==> config.mk <==
export PLATFORM = sky130hd
export DESIGN_NAME = so_order_gate
export DESIGN_NICKNAME = d
export VERILOG_FILES = /design/src/rtl/so_gate_pkg.sv /design/src/rtl/so_txn_counter.sv /design/src/rtl/so_order_fsm.sv /design/src/rtl/so_order_gate.sv
export SDC_FILE = /design/constraint.sdc
export NUM_CORES = 1
export LEC_CHECK = 0
export BUFFER_PORTS_ARGS = -buffer_cell sky130_fd_sc_hd__buf_4
export CAP_MARGIN = 20
export CORE_ASPECT_RATIO = 0.6
export CORE_MARGIN = 5
export CORE_UTILIZATION = 53
export DETAILED_ROUTE_END_ITERATION = 10
export PLACE_DENSITY = 0.89
export SYNTH_ARGS = -nofsm -noshare
export SYNTH_HDL_FRONTEND = slang
export SYNTH_SLANG_ARGS = --single-unit
export TNS_END_PERCENT = 30
==> constraint.sdc <==
create_clock -name clk -period 7.9 [get_ports clk]
set_clock_uncertainty 0.2 [all_clocks]
set_input_delay 1.58 -clock clk [delete_from_list [all_inputs] [get_ports clk]]
set_output_delay 1.58 -clock clk [all_outputs]
set_load 0.005 [all_outputs]
==> src/rtl/so_gate_pkg.sv <==
package so_gate_pkg;

  typedef enum logic [1:0] {
    K_ACCESS  = 2'd0,
    K_BARRIER = 2'd1,
    K_MASKUPD = 2'd2,
    K_RSVD    = 2'd3
  } req_kind_e;

  typedef enum logic [1:0] {
    S_FREE  = 2'd0,
    S_DRAIN = 2'd1,
    S_ISSUE = 2'd2,
    S_WAIT  = 2'd3
  } gate_state_e;

  localparam int unsigned PAGE_BYTES = 4096;

  // Byte range [off, off + 2^sz) leaves the current 4 KB page.
  function automatic logic crosses_page(input logic [11:0] off, input logic [1:0] sz);
    logic [12:0] end_excl;
    end_excl = {1'b0, off} + (13'd1 << sz);
    return end_excl > 13'(PAGE_BYTES);
  endfunction

endpackage

==> src/rtl/so_txn_counter.sv <==
module so_txn_counter #(
  parameter int CNT_W = 4
) (
  input  logic clk,
  input  logic rst_n,
  input  logic inc,
  input  logic dec,
  output logic cnt_zero,
  output logic cnt_full
);
  localparam logic [CNT_W-1:0] CNT_MAX = {CNT_W{1'b1}};

  logic [CNT_W-1:0] cnt;

  always_ff @(posedge clk or negedge rst_n) begin
    if (!rst_n)          cnt <= '0;
    else if (inc && !dec) cnt <= cnt + 1'b1;
    else if (dec && !inc) cnt <= cnt - 1'b1;
  end

  assign cnt_zero = (cnt == '0);
  assign cnt_full = (cnt == CNT_MAX);

  // the issuing side never pushes past the maximum
  a_r9_no_overflow: assert property (@(posedge clk) disable iff (!rst_n)
    cnt_full && inc |-> dec);
  // no response is counted against an empty counter
  a_r9_no_underflow: assert property (@(posedge clk) disable iff (!rst_n)
    cnt_zero && dec |-> inc);

endmodule

==> src/rtl/so_order_fsm.sv <==
module so_order_fsm
  import so_gate_pkg::*;
#(
  parameter int ADDR_W = 32
) (
  input  logic              clk,
  input  logic              rst_n,
  input  logic              req_valid,
  output logic              req_ready,
  input  logic [1:0]        req_kind,
  input  logic              req_so,
  input  logic              req_write,
  input  logic [1:0]        req_size,
  input  logic [ADDR_W-1:0] req_addr,
  output logic              mem_valid,
  input  logic              mem_ready,
  output logic [ADDR_W-1:0] mem_addr,
  output logic [1:0]        mem_size,
  output logic              mem_write,
  output logic              mem_nc,
  output logic              mem_shared,
  output logic              mem_xcross,
  input  logic              rsp_valid,
  output logic              barrier_done,
  output logic              mask_grant,
  input  logic              cnt_zero,
  input  logic              cnt_full,
  output logic              cnt_inc,
  output logic              cnt_dec
);
  gate_state_e st, st_nx;
  logic [ADDR_W-1:0] so_addr;
  logic [1:0]        so_size;
  logic              so_write;

  // named internal events
  logic is_acc, in_free, in_issue, norm_go, so_take, so_fire, so_done;

  assign is_acc   = (req_kind_e'(req_kind) == K_ACCESS);
  assign in_free  = (st == S_FREE);
  assign in_issue = (st == S_ISSUE);
  assign norm_go  = in_free && req_valid && is_acc && !req_so && !cnt_full;
  assign so_take  = in_free && req_valid && is_acc && req_so;
  assign so_fire  = in_issue && mem_ready;
  assign so_done  = (st == S_WAIT) && rsp_valid;

  assign cnt_inc = norm_go && mem_ready;
  assign cnt_dec = rsp_valid && (st != S_WAIT);

  always_comb begin
    req_ready = 1'b0;
    if (in_free) begin
      unique case (req_kind_e'(req_kind))
        K_ACCESS:  req_ready = req_so || (mem_ready && !cnt_full);
        K_BARRIER: req_ready = 1'b1;
        K_MASKUPD: req_ready = 1'b1;
        default:   req_ready = 1'b0;
      endcase
    end
  end

  assign barrier_done = in_free && req_valid && (req_kind_e'(req_kind) == K_BARRIER);
  assign mask_grant   = in_free && req_valid && (req_kind_e'(req_kind) == K_MASKUPD);

  assign mem_valid  = norm_go || in_issue;
  assign mem_addr   = in_issue ? so_addr  : req_addr;
  assign mem_size   = in_issue ? so_size  : req_size;
  assign mem_write  = in_issue ? so_write : req_write;
  assign mem_nc     = in_issue;
  assign mem_shared = in_issue;
  assign mem_xcross = crosses_page(mem_addr[11:0], mem_size);

  always_comb begin
    st_nx = st;
    unique case (st)
      S_FREE:  if (so_take)   st_nx = S_DRAIN;
      S_DRAIN: if (cnt_zero)  st_nx = S_ISSUE;
      S_ISSUE: if (mem_ready) st_nx = S_WAIT;
      S_WAIT:  if (rsp_valid) st_nx = S_FREE;
      default: st_nx = S_FREE;
    endcase
  end

  always_ff @(posedge clk or negedge rst_n) begin
    if (!rst_n) st <= S_FREE;
    else        st <= st_nx;
  end

  always_ff @(posedge clk) begin
    if (so_take) begin
      so_addr  <= req_addr;
      so_size  <= req_size;
      so_write <= req_write;
    end
  end

  // nothing leaves while earlier normal accesses are still open
  a_r2_drain_blocks: assert property (@(posedge clk) disable iff (!rst_n)
    (st == S_DRAIN) |-> !mem_valid);
  // the ordered access goes out only on an empty counter
  a_r3_issue_alone: assert property (@(posedge clk) disable iff (!rst_n)
    in_issue |-> cnt_zero);
  // held steady until taken
  a_r3_hold_stable: assert property (@(posedge clk) disable iff (!rst_n)
    in_issue && !mem_ready |=> mem_valid && mem_nc && $stable(mem_addr) && $stable(mem_size));
  // presented once only
  a_r3_no_replay: assert property (@(posedge clk) disable iff (!rst_n)
    so_fire |=> !mem_valid);
  // core stalled while ordered access pending
  a_r4_stall: assert property (@(posedge clk) disable iff (!rst_n)
    !in_free |-> !req_ready && !barrier_done && !mask_grant);
  // completion frees the gate next cycle
  a_r5_release: assert property (@(posedge clk) disable iff (!rst_n)
    so_done |=> in_free);
  // grants never together
  a_r6_r7_onehot: assert property (@(posedge clk) disable iff (!rst_n)
    $onehot0({barrier_done, mask_grant, mem_valid}));

endmodule

==> src/rtl/so_order_gate.sv <==
module so_order_gate #(
  parameter int ADDR_W = 32,
  parameter int CNT_W  = 4
) (
  input  logic              clk,
  input  logic              rst_n,
  input  logic              req_valid,
  output logic              req_ready,
  input  logic [1:0]        req_kind,
  input  logic              req_so,
  input  logic              req_write,
  input  logic [1:0]        req_size,
  input  logic [ADDR_W-1:0] req_addr,
  output logic              mem_valid,
  input  logic              mem_ready,
  output logic [ADDR_W-1:0] mem_addr,
  output logic [1:0]        mem_size,
  output logic              mem_write,
  output logic              mem_nc,
  output logic              mem_shared,
  output logic              mem_xcross,
  input  logic              rsp_valid,
  output logic              barrier_done,
  output logic              mask_grant
);
  logic cnt_zero, cnt_full, cnt_inc, cnt_dec;

  so_txn_counter #(.CNT_W(CNT_W)) u_cnt (
    .clk(clk), .rst_n(rst_n), .inc(cnt_inc), .dec(cnt_dec),
    .cnt_zero(cnt_zero), .cnt_full(cnt_full)
  );

  so_order_fsm #(.ADDR_W(ADDR_W)) u_fsm (
    .clk(clk), .rst_n(rst_n),
    .req_valid(req_valid), .req_ready(req_ready), .req_kind(req_kind),
    .req_so(req_so), .req_write(req_write), .req_size(req_size), .req_addr(req_addr),
    .mem_valid(mem_valid), .mem_ready(mem_ready), .mem_addr(mem_addr),
    .mem_size(mem_size), .mem_write(mem_write), .mem_nc(mem_nc),
    .mem_shared(mem_shared), .mem_xcross(mem_xcross),
    .rsp_valid(rsp_valid), .barrier_done(barrier_done), .mask_grant(mask_grant),
    .cnt_zero(cnt_zero), .cnt_full(cnt_full), .cnt_inc(cnt_inc), .cnt_dec(cnt_dec)
  );

  // a freshly reset gate presents nothing on its own
  a_r10_quiet_after_reset: assert property (@(posedge clk) disable iff (!rst_n)
    $rose(rst_n) |-> !mem_nc);

endmodule

==> flow_summary.yaml <==
clock_network:
  ctsHoldBuffers: 0
  cts.clk_slew.worst_paths_ps: 70
  clock-root-buffer: "clkbuf_8"
  cts_buffer_depth: 2
  htree_levels: 2
  cts_sinks: 41
  cts_setup_buffers: 0
  cts_tree: "built"
  cts_buffers: 5
  cts_resized: 0
  insertion_delay_ps: 290
timing:
  fmax_mhz: 189
  timing.final.hold_violations: 0
  whs_ps: 374
  min_period_ps: 5300
  layout_worst_path_cycle_share_pct: 67.1
  worst_pin_slew_ps: 952
  rsz0062_at_grt: "false"
  slew_violations: 0
  setup_violations: 0
  tns_ps: 0
  relSlewSlack_pct: 36.5
logic_synthesis:
  syn-num-nets: 224
  synth-seq-cells: 41
  syn_area_um2: 2240
  synth_seq_area_share_pct: 53.5
  yosysWarnings: 0
  synthCells: 163
  synthDistinctLibCells: 31
  syn_area_per_cell_um2: 13.8
place:
  hpwl_um: 3710
  port_buffers: 84
  gp_congestion: 0.849
  placedCellCount: 302
critical_path:
  r2r_slack_ps: 4950
  crit_buf_inv: 2
  critPathArrivalTime_ps: 3520
  worst-r2r-cell-count: 10
  crit_path_top_delay_cell: "ha_2"
  path_cells: "inv_1 > ha_2 > mux2_2 > ha_1 > fa_1 > xor2_1 > nor3_1 > a2111oi_2 > buf_4"
  reg2reg_from: "u_fsm.st[1]"
  critPathMaxFanout: 41
  crit_family: "adder cells"
  critPathRequiredTime_ps: 6120
  path_class: "reg -> out"
  endpoint_kind: "primary output"
  max_stage_delay_ps: 840
  cp-start-kind: "flip-flop"
  r2r_end: "u_cnt.cnt[3]"
flow_run:
  max_cap_violations: 0
min_path:
  holdPathEnd: "u_fsm.st[1]"
  hold_path_depth: 1
  hold_class: "reg -> reg"
  hold_path.startpoint: "u_fsm.st[1]"
run_status:
  status: "complete, no violations"
detailed_routing:
  dr_total_vias: 1567
  via_per_inst: 5.05
  routedWlPerCell_um: 15.6
  dr.first_iter.drc_count: 53
  route.detailed.drc: 0
  wirelength_um: 4850
  detail-route-antenna-nets: 0
  dr.pass1.iters: 4
finish:
  final_layout_size_suffix_gt1_share_pct: 51.2
  fin_nets: 310
  layout_common_cells: "buf_4 (85), edfxtp_1 (35), mux2_2 (33)"
  area_growth_pct: 35.1
  diodes: 0
  final_common_cell: "buf_4"
  fin_cells: 310
floorplanning:
  ioPinCount: 85
  die_w_um: 94.0
  num_rows: 18
  dieArea_um2: 5680
  dieHeight_um: 60.4
  core_area_um2: 4100
  start_util_pct: 54.8
global_routing:
  antenna_found_initial: 0
  grt_pass1_wl_um: 7670
  grt_usage_pct: 17.9
  grt_max_degree: 42
  grt_overflow: 0
  grt_pass1_vias: 1635
power:
  cellPowerDensity_nw_per_um2: 290
  leakage_nw: 1.29
  power.total_mw: 0.878
  ir_worst_vdd_uv: 220
worst register-to-register path, stage by stage (launching register included):
cell and delay, ps:
dfrtp_1 420, inv_1 120, ha_1 240, nand4_1 130, nor3b_1 270, ha_1 260, inv_1 130, ha_1 300
a21o_1 200, a2111oi_0 420, o31ai_1 130
Yosys cell counts:
| cell | n | area share (%) |
|---|---|---|
| o41ai_2 | 1 | 0.72 |
| nor2_2 | 1 | 0.28 |
| nor3_1 | 5 | 1.1 |
| ha_1 | 16 | 8.9 |
| a21oi_1 | 5 | 1.1 |
| buf_4 | 2 | 0.67 |
| xor2_1 | 2 | 0.78 |
| mux2i_1 | 4 | 1.8 |
| nand2_1 | 6 | 1.0 |
| a21o_1 | 4 | 1.3 |
| and4_1 | 1 | 0.39 |
| nor3b_1 | 2 | 0.67 |
| edfxtp_1 | 35 | 47 |
| mux2_2 | 33 | 17 |
| o31ai_1 | 1 | 0.33 |
| o21ai_0 | 4 | 0.89 |
| xnor2_1 | 2 | 0.78 |
| nand3_1 | 1 | 0.22 |
| mux2_1 | 1 | 0.50 |
| clkbuf_1 | 1 | 0.17 |
| nor2b_1 | 1 | 0.28 |
| inv_1 | 10 | 1.7 |
| nand4_1 | 3 | 0.84 |
| nor2_1 | 6 | 1.0 |
| buf_2 | 3 | 0.67 |
| o221ai_1 | 1 | 0.39 |
| a2111oi_2 | 1 | 0.67 |
| dfrtp_1 | 6 | 6.7 |
| a2111oi_0 | 1 | 0.39 |
| fa_1 | 2 | 1.8 |
| and3_1 | 2 | 0.56 |
worst max path at each step:
| stage | start | end | slack (ps) | cells past startpoint |
|---|---|---|---|---|
| after global routing | u_fsm.st[0] | mem_xcross | 2230 | 11 |
| final | u_fsm.st[0] | mem_xcross | 2600 | 9 |
| after global placement | req_size[1] | mem_xcross | 2800 | 10 |
| after detailed placement | req_size[1] | mem_xcross | 2720 | 10 |
| after floorplan | req_addr[0] | mem_xcross | 3090 | 6 |
| after CTS | u_fsm.st[0] | mem_xcross | 2560 | 11 |
registers in the layout, indices dropped and copies added (netlist names):
name,cells
u_fsm.so_write,1
u_fsm.so_size,2
u_fsm.so_addr,32
u_fsm.st,2
u_cnt.cnt,4
kinds of logic (layout without fill, tap and decap cells):
family	count (synthesis)	after routing	share of synthesized area, %
compound gates	18	18	5.85
mux	38	38	18.8
flops	41	41	53.5
buf+inv	16	103	3.18
simple gates	28	28	6.35
fa+ha+maj	18	18	10.7
xor+xnor	4	4	1.56
layout make-up:
cell class                      instances  area [um^2]
Sequential cell                        41         1200
Clock buffer                            6         72.6
Clock inverter                          2         33.8
Timing Repair Buffer                   85          638
Fill cell                             274         1070
Inverter                               10         37.5
Tap cell                               60         75.1
Multi-Input combinational cell        106          975
per-stage QoR:
| step | setup slack [ps] | utilization, % | area, um^2 |
|---|---|---|---|
| after detailed placement | 2720 | 71.4 | 2930 |
| after global routing | 2230 | 74.0 | 3030 |
| after CTS | 2560 | 74.0 | 3030 |
| after global placement | 2800 | 71.4 | 2930 |
| after floorplan | 3090 | - | 2240 |
| final | 2600 | 74.0 | 3030 |
per-layer routing:
layer,track usage (%),routed length (um)
met1,24.4,2220
met2,27.0,2190
met3,6.69,388
met4,5.35,46
met5,0,0
power breakdown:
part	switching (mW)	leakage (nW)	internal, mW	total [mW]
Clock	0.0708	0.0528	0.0933	0.164
Sequential	0.0241	0.387	0.257	0.281
Combinational	0.193	0.854	0.241	0.433
Total	0.287	1.29	0.591	0.878
No activity file was read; power rests on OpenSTA's default activity.
